<file path="config.mk">
export PLATFORM = sky130hd
export DESIGN_NAME = cfg_window_decoder
export DESIGN_NICKNAME = d
export VERILOG_FILES = /design/src/rtl/cfgdec_pkg.sv /design/src/rtl/cfgdec_addr.sv /design/src/rtl/cfgdec_lanes.sv /design/src/rtl/cfgdec_seq.sv /design/src/rtl/cfg_window_decoder.sv
export SDC_FILE = /design/constraint.sdc
export NUM_CORES = 1
export LEC_CHECK = 0
export BUFFER_PORTS_ARGS = -buffer_cell sky130_fd_sc_hd__buf_2
export CORE_ASPECT_RATIO = 1.5
export CORE_MARGIN = 5
export CORE_UTILIZATION = 25
export CTS_BUF_LIST = sky130_fd_sc_hd__clkbuf_8 sky130_fd_sc_hd__clkbuf_16
export DETAILED_ROUTE_END_ITERATION = 8
export GPL_TIMING_DRIVEN = 0
export MAX_ROUTING_LAYER = met4
export SLEW_MARGIN = 20
export SYNTH_ARGS = -nofsm -noshare
export SYNTH_HDL_FRONTEND = slang
export SYNTH_SLANG_ARGS = --single-unit
</file>
<file path="constraint.sdc">
create_clock -name clk -period 4.5 [get_ports clk]
set_input_delay 0.225 -clock clk [delete_from_list [all_inputs] [get_ports clk]]
set_output_delay 0.225 -clock clk [all_outputs]
set_load 0.01 [all_outputs]
</file>
<file path="src/rtl/cfgdec_pkg.sv">
package cfgdec_pkg;
  typedef enum logic [1:0] {
    ST_IDLE = 2'd0,
    ST_BUSY = 2'd1,
    ST_RESP = 2'd2
  } seq_state_e;

  typedef enum logic [1:0] {
    SZ_BYTE = 2'd0,
    SZ_HALF = 2'd1,
    SZ_WORD = 2'd2,
    SZ_RSVD = 2'd3
  } xfer_size_e;
endpackage

</file>
<file path="src/rtl/cfgdec_addr.sv">
module cfgdec_addr #(
  parameter int TAG_W  = 16,
  parameter logic [TAG_W-1:0] WIN_TAG = 16'hFFFC,
  parameter int SLOT_W = 4,
  parameter int SLOTS  = 4,
  parameter int FN_W   = 4,
  parameter int FUNCS  = 2,
  parameter int REG_W  = 8
) (
  input  logic [TAG_W-1:0]  tag,
  input  logic [SLOT_W-1:0] slot_field,
  input  logic [FN_W-1:0]   fn_field,
  input  logic [REG_W-3:0]  dword_field,
  output logic              addr_ok,
  output logic [SLOTS-1:0]  idsel,
  output logic [2:0]        func,
  output logic [REG_W-1:0]  reg_off
);
  logic win_hit;
  logic slot_ok;
  logic fn_ok;

  // window tag match
  assign win_hit = (tag == WIN_TAG);

  // exactly one select bit, and only within the populated slots
  assign slot_ok = $onehot(slot_field) && ((slot_field >> SLOTS) == '0);
  assign idsel   = slot_field[SLOTS-1:0];

  // function number is the 0x100 step above the slot base
  assign fn_ok = (fn_field < FN_W'(FUNCS));
  assign func  = 3'(fn_field);

  assign reg_off = {dword_field, 2'b00};
  assign addr_ok = win_hit && slot_ok && fn_ok;
endmodule

</file>
<file path="src/rtl/cfgdec_lanes.sv">
module cfgdec_lanes
  import cfgdec_pkg::*;
#(
  parameter int LANES   = 4,
  localparam int LANE_AW = $clog2(LANES)
) (
  input  logic [1:0]         size,
  input  logic [LANE_AW-1:0] lane_addr,
  output logic [LANES-1:0]   be,
  output logic               lane_ok
);
  for (genvar i = 0; i < LANES; i++) begin : g_lane
    localparam logic [LANE_AW-1:0] LANE_IDX = LANE_AW'(i);
    localparam logic [LANE_AW-1:0] HALF_IDX = LANE_AW'(i >> 1);
    always_comb begin
      case (xfer_size_e'(size))
        SZ_BYTE: be[i] = (lane_addr == LANE_IDX);
        SZ_HALF: be[i] = ((lane_addr >> 1) == HALF_IDX);
        SZ_WORD: be[i] = 1'b1;
        default: be[i] = 1'b0;
      endcase
    end
  end

  always_comb begin
    case (xfer_size_e'(size))
      SZ_BYTE: lane_ok = 1'b1;
      SZ_HALF: lane_ok = (lane_addr[0] == 1'b0);
      SZ_WORD: lane_ok = (lane_addr == '0);
      default: lane_ok = 1'b0;
    endcase
  end
endmodule

</file>
<file path="src/rtl/cfgdec_seq.sv">
module cfgdec_seq
  import cfgdec_pkg::*;
#(
  parameter int SLOTS  = 4,
  parameter int REG_W  = 8,
  parameter int LANES  = 4,
  parameter int DATA_W = 32
) (
  input  logic              clk,
  input  logic              rst_n,
  input  logic              req_valid,
  output logic              req_ready,
  input  logic              dec_ok,
  input  logic [SLOTS-1:0]  dec_idsel,
  input  logic [2:0]        dec_func,
  input  logic [REG_W-1:0]  dec_reg,
  input  logic [LANES-1:0]  dec_be,
  input  logic              req_write,
  input  logic [DATA_W-1:0] req_wdata,
  output logic              rsp_valid,
  input  logic              rsp_ready,
  output logic              rsp_err,
  output logic [DATA_W-1:0] rsp_rdata,
  output logic              pci_req,
  output logic              pci_write,
  output logic [SLOTS-1:0]  pci_idsel,
  output logic [2:0]        pci_func,
  output logic [REG_W-1:0]  pci_reg,
  output logic [LANES-1:0]  pci_be,
  output logic [DATA_W-1:0] pci_wdata,
  input  logic              pci_ack,
  input  logic              pci_abort,
  input  logic [DATA_W-1:0] pci_rdata
);
  seq_state_e        state;
  logic              err_q;
  logic [DATA_W-1:0] rdata_q;
  logic [SLOTS-1:0]  idsel_q;
  logic [2:0]        func_q;
  logic [REG_W-1:0]  reg_q;
  logic [LANES-1:0]  be_q;
  logic              wr_q;
  logic [DATA_W-1:0] wdata_q;

  always_ff @(posedge clk or negedge rst_n) begin
    if (!rst_n) begin
      state   <= ST_IDLE;
      err_q   <= 1'b0;
      rdata_q <= '0;
      idsel_q <= '0;
      func_q  <= '0;
      reg_q   <= '0;
      be_q    <= '0;
      wr_q    <= 1'b0;
      wdata_q <= '0;
    end else begin
      case (state)
        ST_IDLE: begin
          if (req_valid) begin
            wr_q    <= req_write;
            wdata_q <= req_wdata;
            func_q  <= dec_func;
            reg_q   <= dec_reg;
            be_q    <= dec_be;
            rdata_q <= '0;
            if (dec_ok) begin
              idsel_q <= dec_idsel;
              err_q   <= 1'b0;
              state   <= ST_BUSY;
            end else begin
              err_q <= 1'b1;
              state <= ST_RESP;
            end
          end
        end
        ST_BUSY: begin
          if (pci_abort) begin
            err_q   <= 1'b1;
            idsel_q <= '0;
            state   <= ST_RESP;
          end else if (pci_ack) begin
            err_q   <= 1'b0;
            rdata_q <= pci_rdata;
            idsel_q <= '0;
            state   <= ST_RESP;
          end
        end
        ST_RESP: begin
          if (rsp_ready) state <= ST_IDLE;
        end
        default: state <= ST_IDLE;
      endcase
    end
  end

  assign req_ready = (state == ST_IDLE);
  assign rsp_valid = (state == ST_RESP);
  assign rsp_err   = err_q;
  assign rsp_rdata = rdata_q;
  assign pci_req   = (state == ST_BUSY);
  assign pci_idsel = idsel_q;
  assign pci_func  = func_q;
  assign pci_reg   = reg_q;
  assign pci_be    = be_q;
  assign pci_write = wr_q;
  assign pci_wdata = wdata_q;
endmodule

</file>
<file path="src/rtl/cfg_window_decoder.sv">
module cfg_window_decoder #(
  parameter int ADDR_W    = 32,
  parameter int DATA_W    = 32,
  parameter int WIN_SHIFT = 16,
  parameter logic [ADDR_W-WIN_SHIFT-1:0] WIN_TAG = 16'hFFFC,
  parameter int SLOT_LSB  = 12,
  parameter int SLOTS     = 4,
  parameter int FUNC_LSB  = 8,
  parameter int FUNCS     = 2,
  localparam int TAG_W    = ADDR_W - WIN_SHIFT,
  localparam int SLOT_W   = WIN_SHIFT - SLOT_LSB,
  localparam int FN_W     = SLOT_LSB - FUNC_LSB,
  localparam int REG_W    = FUNC_LSB,
  localparam int LANES    = DATA_W / 8,
  localparam int LANE_AW  = $clog2(LANES)
) (
  input  logic              clk,
  input  logic              rst_n,
  input  logic              host_req_valid,
  output logic              host_req_ready,
  input  logic [ADDR_W-1:0] host_addr,
  input  logic              host_write,
  input  logic [1:0]        host_size,
  input  logic [DATA_W-1:0] host_wdata,
  output logic              host_rsp_valid,
  input  logic              host_rsp_ready,
  output logic              host_rsp_err,
  output logic [DATA_W-1:0] host_rsp_rdata,
  output logic              pci_req,
  output logic              pci_write,
  output logic [SLOTS-1:0]  pci_idsel,
  output logic [2:0]        pci_func,
  output logic [REG_W-1:0]  pci_reg,
  output logic [LANES-1:0]  pci_be,
  output logic [DATA_W-1:0] pci_wdata,
  input  logic              pci_ack,
  input  logic              pci_abort,
  input  logic [DATA_W-1:0] pci_rdata
);
  logic             addr_ok;
  logic             lane_ok;
  logic [SLOTS-1:0] dec_idsel;
  logic [2:0]       dec_func;
  logic [REG_W-1:0] dec_reg;
  logic [LANES-1:0] dec_be;

  cfgdec_addr #(
    .TAG_W  (TAG_W),
    .WIN_TAG(WIN_TAG),
    .SLOT_W (SLOT_W),
    .SLOTS  (SLOTS),
    .FN_W   (FN_W),
    .FUNCS  (FUNCS),
    .REG_W  (REG_W)
  ) u_addr (
    .tag        (host_addr[ADDR_W-1:WIN_SHIFT]),
    .slot_field (host_addr[WIN_SHIFT-1:SLOT_LSB]),
    .fn_field   (host_addr[SLOT_LSB-1:FUNC_LSB]),
    .dword_field(host_addr[FUNC_LSB-1:2]),
    .addr_ok    (addr_ok),
    .idsel      (dec_idsel),
    .func       (dec_func),
    .reg_off    (dec_reg)
  );

  cfgdec_lanes #(
    .LANES(LANES)
  ) u_lanes (
    .size     (host_size),
    .lane_addr(host_addr[LANE_AW-1:0]),
    .be       (dec_be),
    .lane_ok  (lane_ok)
  );

  cfgdec_seq #(
    .SLOTS (SLOTS),
    .REG_W (REG_W),
    .LANES (LANES),
    .DATA_W(DATA_W)
  ) u_seq (
    .clk      (clk),
    .rst_n    (rst_n),
    .req_valid(host_req_valid),
    .req_ready(host_req_ready),
    .dec_ok   (addr_ok && lane_ok),
    .dec_idsel(dec_idsel),
    .dec_func (dec_func),
    .dec_reg  (dec_reg),
    .dec_be   (dec_be),
    .req_write(host_write),
    .req_wdata(host_wdata),
    .rsp_valid(host_rsp_valid),
    .rsp_ready(host_rsp_ready),
    .rsp_err  (host_rsp_err),
    .rsp_rdata(host_rsp_rdata),
    .pci_req  (pci_req),
    .pci_write(pci_write),
    .pci_idsel(pci_idsel),
    .pci_func (pci_func),
    .pci_reg  (pci_reg),
    .pci_be   (pci_be),
    .pci_wdata(pci_wdata),
    .pci_ack  (pci_ack),
    .pci_abort(pci_abort),
    .pci_rdata(pci_rdata)
  );
endmodule

</file>
==> results.yml, run 1 <==
final_layout:
  nets: 634
  drive_above_1_share_pct: 51.2
  area_delta_synth_final_pct: 41.0
  final_cell_mix: "192 x buf_2, 85 x dfrtp_1, 40 x mux2_2"
  n_antenna_cell: 0
  final_common_cell: "buf_2"
  fill_cells: 1482
critical_path:
  worstPathRequired_ns: 4.70
  crit-reg2reg-launch: "u_seq.state[0]"
  reg2reg_depth: 5
  cp-start-kind: "primary input"
  r2r_slack_ns: 2.81
  worstPathArrival_ns: 2.49
  cp_max_fo: 6
  path_class: "in2reg"
  end_kind: "register"
  r2r_end: "u_seq.pci_wdata[25]"
placed_design:
  gp_congestion: 0.775
  place_ws_ns: 1.84
  port_buffers: 189
  hpwlAfterDp_mm: 8.56
clocking:
  cts-root-buf: "clkbuf_16"
  h-tree-depth: 3
  cts.clk_slew.worst_paths_ns: 0.06
  clockBufferDepth: 2
  clk_latency_ns: 0.33
  cts-resized-gates: 0
  cts_buffers: 9
  cts.sinks: 85
  cts_tree: "built"
yosys:
  syn_inst: 322
  synth.avg_cell_area_um2: 11.5
  synthArstFlopShare_pct: 100
  synthTopCellsByArea: "dfrtp_1 57%, mux2_2 12%, nand3_1 4.9%"
  ys_seq_area_share_pct: 57.5
  ys_types: 41
  ys_ff_latch: 85
  syn_area_um2: 3700
  synth_enable_flop_cells: 0
  synth_top_area_share_pct: 57.5
  yosysTopAreaCell: "dfrtp_1"
  ys_warn_count: 0
  synth-main-ff-cell: "dfrtp_1"
sta:
  fin_ws_ns: 2.21
  worst_pin_slew_ns: 0.671
  finalSetupTns_ns: 0
  hold_viol: 0
  relSlewSlack_pct: 55.2
  period_share_pct: 50.9
  period_needed_ns: 2.29
  finalSetupViolCount: 0
  fmax_mhz: 437
  rsz0062_at_grt: "no"
  fin_skew_ns: 0.00694
  report.final.slew_viol_count: 0
floorplan:
  num_rows: 54
  dieArea_um2: 17400
  core_um2: 14500
  initial_core_util_pct: 25.5
  io_pins: 193
  dieHeight_um: 159
  die_w_um: 109
global_route:
  grt_overflow: 0
  first_global_vias: 3379
  grt_first_pass_wirelength_mm: 16.6
  grt_max_degree: 52
  antenna_found_initial: 0
  grt_use_total_pct: 12.3
routing:
  firstDrtPassIters: 4
  num_vias: 3130
  viasPerCell: 4.32
  wirelength_mm: 10.5
  route.detailed.wl_per_inst_um: 14.5
  ant_nets: 0
  drc_errors: 0
  drtIter0Drc: 133
power_and_ir_drop:
  power_density_nw_per_um2: 408
  p_leak_nw: 2.58
  ir_drop_mv: 0.176
  p_total_mw: 2.13
status:
  status: "completed"
worst_hold_path:
  hold_end: "u_seq.pci_func[2]"
  hold_start: "host_addr[10]"
  hold_depth: 3
  min-delay-path-class: "in2reg"
run:
  drv_cap: 0
worst max-delay path, stage by stage:
cell,delay (ns)
buf_2,0.11
ha_1,0.29
ha_1,0.23
fa_1,0.45
nor4_2,0.38
nand4_1,0.27
o311ai_0,0.40
nand3_1,0.13
power by group:
group	total, mW	switching [mW]	internal (mW)
logic	0.462	0.236	0.226
clock network	0.728	0.301	0.427
registers	0.937	0.0600	0.877
total	2.13	0.597	1.53
worst max path at each step:
stage / start / to / slack, ns / cells after the start
after floorplan: host_addr[14] / u_seq.pci_idsel[0] / 2.28 / 7
after global placement: host_addr[14] / u_seq.pci_idsel[1] / 1.91 / 8
after detailed placement: host_addr[14] / u_seq.pci_idsel[2] / 1.84 / 8
after CTS: host_addr[14] / u_seq.pci_idsel[2] / 2.21 / 8
after global routing: host_addr[14] / u_seq.pci_idsel[2] / 2.07 / 8
final: host_addr[14] / u_seq.pci_idsel[2] / 2.21 / 8
layer usage:
metal  up-vias  routed length, um  track usage [%]
met5         -                  0                -
met4         0                160             3.97
met3        14                707             3.65
met2       121               5540             21.2
met1      1487               4100             13.5
li1       1508                  -                -
cell usage after synthesis (2+ instances only):
cell      instances
dfrtp_1          85
mux2_2           40
nand3_1          36
o21ai_0          36
inv_1            34
nand2_1          19
buf_4             7
buf_6             5
nand4_1           5
nor2_1            5
buf_2             4
o311ai_0          4
a21oi_1           3
clkbuf_2          3
ha_1              3
nor3b_1           3
and4_1            2
clkbuf_1          2
nor3_1            2
nor3b_2           2
nor4_2            2
layout make-up:
cell class / count / area (um2) / share of cell area [%]
sequential: 85 / 2130 / 40.8
multi-input combinational: 183 / 1300 / 24.9
timing repair buffer: 191 / 978 / 18.7
tap: 196 / 245 / 4.70
clock buffer: 9 / 225 / 4.32
buffer: 21 / 151 / 2.90
inverter: 34 / 128 / 2.45
clock inverter: 6 / 65.1 / 1.25
metrics by stage:
stage / util (%) / instance area [um2] / hold slack (ns) / cells
floorplan: - / 3700 / -0.0706 / 323
CTS: 35.9 / 5220 / 0.0979 / 725
global placement: 33.7 / 4900 / 0.452 / 708
finish: 35.9 / 5220 / 0.113 / 725
global route: 35.9 / 5220 / 0.103 / 725
detailed placement: 33.9 / 4920 / 0.303 / 709
cells by family after synthesis:
family	after synthesis	synth area share, %
and+or+nand+nor	85	12.8
adders and majority gates	4	1.56
DFF	85	57.5
buffers and inverters	55	7.54
AOI/OAI and AO/OA	52	8.38
other	1	0.101
muxes	40	12.2
repair_timing:
item | CTS | global route
hold buffers | 1 | 0
endpoints found under the setup margin | 0 | 0
hold endpoints to repair | 50 | 0
setup buffers | 0 | 0
Power figures use the tool's default switching activity.
==> run 2, diff against run 1 <==
Clock period 4.5 ns to 2.1 ns, I/O delays scaled along.
==> run 2 against run 1 <==
Hold slack worse by 0.10 ns; cell count increased by 6.8%; critical endpoint is now u_seq.pci_idsel[3]; sequential share of layout area shrank 3.6 points; critical path depth up 1; total power increased by 120%; register-to-register slack got worse by 2.4 ns; worst setup slack worse by 2.1 ns.
==> results.yml, run 2 (synthesis gave the netlist of run 1 again) <==
status:
  status: "completed"
global_route:
  grt_max_degree: 44
  first_global_vias: 3409
  grt_overflow: 0
  grt_first_pass_wirelength_mm: 16.8
  antenna_found_initial: 0
  grt_use_total_pct: 12.4
sta:
  relSlewSlack_pct: 61.1
  hold_viol: 0
  finalSetupViolCount: 0
  fmax_mhz: 498
  period_share_pct: 95.6
  report.final.slew_viol_count: 0
  finalSetupTns_ns: 0
  period_needed_ns: 2.01
  rsz0062_at_grt: "yes"
  worst_pin_slew_ns: 0.583
  fin_skew_ns: 0.00881
floorplan:
  die_w_um: 109
  num_rows: 54
  io_pins: 193
  dieHeight_um: 159
  initial_core_util_pct: 25.5
  core_um2: 14500
  dieArea_um2: 17400
clocking:
  cts_buffers: 9
  clockBufferDepth: 2
  cts_tree: "built"
  cts-root-buf: "clkbuf_16"
  h-tree-depth: 3
  cts.clk_slew.worst_paths_ns: 0.06
  cts.sinks: 85
  clk_latency_ns: 0.33
power_and_ir_drop:
  p_leak_nw: 2.80
  p_total_mw: 4.69
  seqPwrFrac_pct: 42.8
  switchingPower_mw: 1.31
  swShare_pct: 27.8
  ir_drop_mv: 0.378
  p_comb_share_pct: 22.6
  power_density_nw_per_um2: 820
  p_int_mw: 3.39
  p_clk_share_pct: 34.6
critical_path:
  path_class: "in2reg"
  critPathSlowestCell: "fa_1"
  worstPathArrival_ns: 2.21
  r2r_slack_ns: 0.37
  worstPathRequired_ns: 2.30
  end_kind: "register"
  cp-startpoint: "host_addr[14]"
  cp-start-kind: "primary input"
  cp_num_buf_inv: 2
  crit_family: "adder cells"
  crit_chain: "buf_2 > ha_1 > ha_1 > fa_1 > nor4_2 > nand4_1 > buf_4 > o311ai_0 > nand3_1"
  cp_max_fo: 6
  crit-reg2reg-launch: "u_seq.state[0]"
  cp_common_cell: "ha_1"
  max_stage_delay_ns: 0.44
final_layout:
  final_common_cell: "buf_2"
  nets: 682
  area_delta_synth_final_pct: 54.6
  drive_above_1_share_pct: 47.4
  final_cell_mix: "192 x buf_2, 85 x dfrtp_1, 48 x dlygate4sd3_1"
  instances_no_fill: 774
  final_util_pct: 39.4
  n_antenna_cell: 0
worst_hold_path:
  min-delay-path-class: "in2reg"
  hold_start: "host_wdata[6]"
placed_design:
  port_buffers: 189
  dp.cells: 709
  gp_congestion: 0.790
  hpwlAfterDp_mm: 8.25
routing:
  wirelength_mm: 10.7
  ant_nets: 0
  num_vias: 3346
  drc_errors: 0
  drtIter0Drc: 79
  viasPerCell: 4.32
  firstDrtPassIters: 4
  route.detailed.wl_per_inst_um: 13.8
run:
  drv_cap: 0
==> run 2: metrics by stage <==
stage,instance area (um2),worst slack [ns],hold WS (ns)
final,5720,0.0918,0.0115
after global routing,5720,-0.00643,0.00534
after CTS,5710,0.0738,0.000304
after detailed placement,4920,-0.371,0.140
after global placement,4900,-0.304,0.329
after floorplan,3700,0.00659,-0.191
==> run 2: final timing paths <==
check / end / depth (start not counted)
setup reg to reg: u_seq.pci_reg[6] / 5
hold reg to reg: u_seq.pci_func[2] / 2
hold / removal: u_seq.pci_wdata[6] / 2
min in group asynchronous: u_seq.pci_wdata[21] / 2
setup / recovery: u_seq.pci_idsel[3] / 9
max in group asynchronous: u_seq.rsp_rdata[18] / 3
==> run 2: cell type report <==
| class | count | area, um2 |
|---|---|---|
| Tap cell | 196 | 245 |
| Buffer | 21 | 151 |
| Fill cell | 1435 | 8800 |
| Timing Repair Buffer | 239 | 1460 |
| Inverter | 34 | 128 |
| Sequential cell | 85 | 2130 |
| Clock inverter | 6 | 68.8 |
| Multi-Input combinational cell | 183 | 1310 |
| Clock buffer | 10 | 239 |
==> run 2: what timing repair did <==
action | in CTS | in global routing
endpoints found under the hold margin | 89 | 0
resized for setup | 0 | 4
pin swaps | 1 | 1
hold buffers | 48 | 0
setup endpoints to repair | 1 | 6
setup buffers | 1 | 0
==> run 2: power by group through the flow <==
stage | logic [mW] | clock network [mW] | registers, mW
3_5_place_dp | 1.01 | 0 | 2.04
4_1_cts | 1.08 | 1.68 | 2.01
2_1_floorplan | 0.383 | 0 | 2.15
5_1_grt | 1.16 | 1.76 | 2.04
6_report | 1.06 | 1.62 | 2.01
3_3_place_gp | 0.985 | 0 | 2.02
==> run 2: metal layers <==
layer  vias up  global-route usage [%]  part of all wire (%)
met3        24                    1.83                   5.5
met2       135                    22.1                    54
met4         0                    5.50                   3.0
met1      1583                    13.4                    38
li1       1604                       -                     -
met5         -                       -                     0
==> run 3, diff against run 2 <==
Settings changed: CORE_UTILIZATION 25 to 41, PLACE_DENSITY from default to 0.77.
==> run 3 against run 2 <==
Non-clock buffer count shrank 25; sequential share of layout area rose by 2.7 points; cell count down 14%; clock skew decreased by 0.0043 ns; die area fell by 36%; sequential cell count is the same; final area decreased by 6.8%; critical path type unchanged; critical endpoint is now u_seq.state[0]; largest cell class unchanged; largest power group unchanged.
==> results.yml, run 3 (synthesis gave the netlist of run 1 again) <==
global_route:
  grt_max_degree: 54
  grt_use_met2_pct: 34.1
  grtUsageMet3_pct: 2.86
  grt_overflow: 0
  first_global_vias: 3470
  top_usage_layer: "met2"
  grt_use_total_pct: 19.5
  antenna_found_initial: 0
  globalRouteMet1Util_pct: 20.2
  grt_first_pass_wirelength_mm: 16.4
sta:
  rsz0062_at_grt: "no"
  finalSetupViolCount: 0
  period_needed_ns: 1.99
  hold_viol: 0
  relSlewSlack_pct: 54.6
  fmax_mhz: 502
  worst_pin_slew_ns: 0.680
  period_share_pct: 94.9
  report.final.slew_viol_count: 0
  finalSetupTns_ns: 0
  fin_skew_ns: 0.00449
floorplan:
  die_w_um: 87.6
  core_um2: 8830
  initial_core_util_pct: 41.9
  dieArea_um2: 11100
  io_pins: 193
  dieHeight_um: 126
  num_rows: 42
power_and_ir_drop:
  p_leak_nw: 2.68
  ir_drop_mv: 0.479
  p_total_mw: 4.54
  power_density_nw_per_um2: 852
clocking:
  clockBufferDepth: 2
  cts-root-buf: "clkbuf_16"
  cts.sinks: 85
  cts_buffers: 9
  cts_tree: "built"
  clk_latency_ns: 0.33
  h-tree-depth: 3
  cts.clk_slew.worst_paths_ns: 0.06
critical_path:
  cp-startpoint: "host_addr[14]"
  crit-reg2reg-launch: "u_seq.state[0]"
  path_class: "in2reg"
  worstPathRequired_ns: 2.36
  worstPathArrival_ns: 2.25
  cp-start-kind: "primary input"
  end_kind: "register"
  cp_max_fo: 6
worst_hold_path:
  hold_start: "pci_rdata[7]"
  min-delay-path-class: "in2reg"
routing:
  route.detailed.wl_per_inst_um: 15.6
  drtIter0Drc: 103
  viasPerCell: 5.02
  wirelength_mm: 10.4
  drc_errors: 0
  num_vias: 3320
  firstDrtPassIters: 4
  ant_nets: 0
run:
  drv_cap: 0
final_layout:
  final_cell_mix: "192 x buf_2, 85 x dfrtp_1, 40 x mux2_2"
  fill_cells: 755
  drive_above_1_share_pct: 49.1
  n_antenna_cell: 0
  nets: 657
  area_delta_synth_final_pct: 44.0
  final_common_cell: "buf_2"
placed_design:
  gp_congestion: 0.813
  hpwlAfterDp_mm: 7.82
  port_buffers: 189
status:
  status: "completed"
==> run 3: changes by cell type in the layout (fill, tap and decap cells not counted) <==
cell and change:
inv_6 -3, clkbuf_8 -1, dlygate4sd3_1 -25, o311ai_0 -1
o311ai_1 +1, nor4_4 -1, nor4_2 +1, clkinvlp_4 +1
inv_1 +2
==> run 3: worst max-delay path: stages <==
cell and delay [ns]:
buf_2 0.11, ha_1 0.29, ha_1 0.22, fa_1 0.44
nor4_2 0.30, nand4_1 0.12, buf_4 0.18, nor4_2 0.31
a22o_1 0.18
==> run 3: cell type report <==
cell class | count | area, um2 | share of cell area [%]
plain buffers | 21 | 151 | 2.84
clock buffers | 9 | 225 | 4.22
clock inverters | 6 | 57.6 | 1.08
inverters | 34 | 128 | 2.39
multi-input cells | 183 | 1300 | 24.4
flip-flops and latches | 85 | 2130 | 39.9
well taps | 110 | 138 | 2.58
repair buffers | 214 | 1210 | 22.6
==> run 3: power by group <==
group	switching [mW]	internal (mW)
logic	0.510	0.514
clock network	0.610	0.904
registers	0.126	1.88
total	1.25	3.30
==> run 3: layer usage <==
metal,part of all wire (%),vias up
met5,0,-
met4,5.6,0
met3,5.5,41
met2,54,135
met1,35,1582
li1,-,1562
==> run 3: final timing paths <==
check | endpoint | slack, ns | depth (start not counted)
min in group asynchronous | u_seq.pci_wdata[20] | 0.39 | 2
hold reg to reg | u_seq.pci_func[2] | 0.47 | 2
max in group asynchronous | u_seq.rsp_rdata[21] | 1.09 | 3
setup / recovery | u_seq.state[0] | 0.11 | 9
setup reg to reg | u_seq.pci_wdata[30] | 0.41 | 5
hold / removal | u_seq.rsp_rdata[7] | 0.01 | 3
==> run 3: what timing repair did <==
action                     in CTS  in global routing
resized for setup               0                  4
hold buffers                   22                  1
pin swaps                       1                  0
hold endpoints to repair       73                  1
setup endpoints to repair       1                  4
setup buffers                   1                  0
==> run 3: through the flow <==
| step | cell area [um2] | util (%) | hold WS [ns] | cells | worst slack [ns] |
|---|---|---|---|---|---|
| after floorplan | 3700 | - | -0.191 | 323 | 0.00659 |
| after global placement | 4790 | 54.2 | 0.328 | 622 | -0.254 |
| after detailed placement | 4810 | 54.5 | 0.191 | 623 | -0.376 |
| after CTS | 5320 | 60.3 | 0.000415 | 661 | 0.0792 |
| after global routing | 5330 | 60.4 | 0.00286 | 662 | 0.00198 |
| final | 5330 | 60.4 | 0.0119 | 662 | 0.107 |
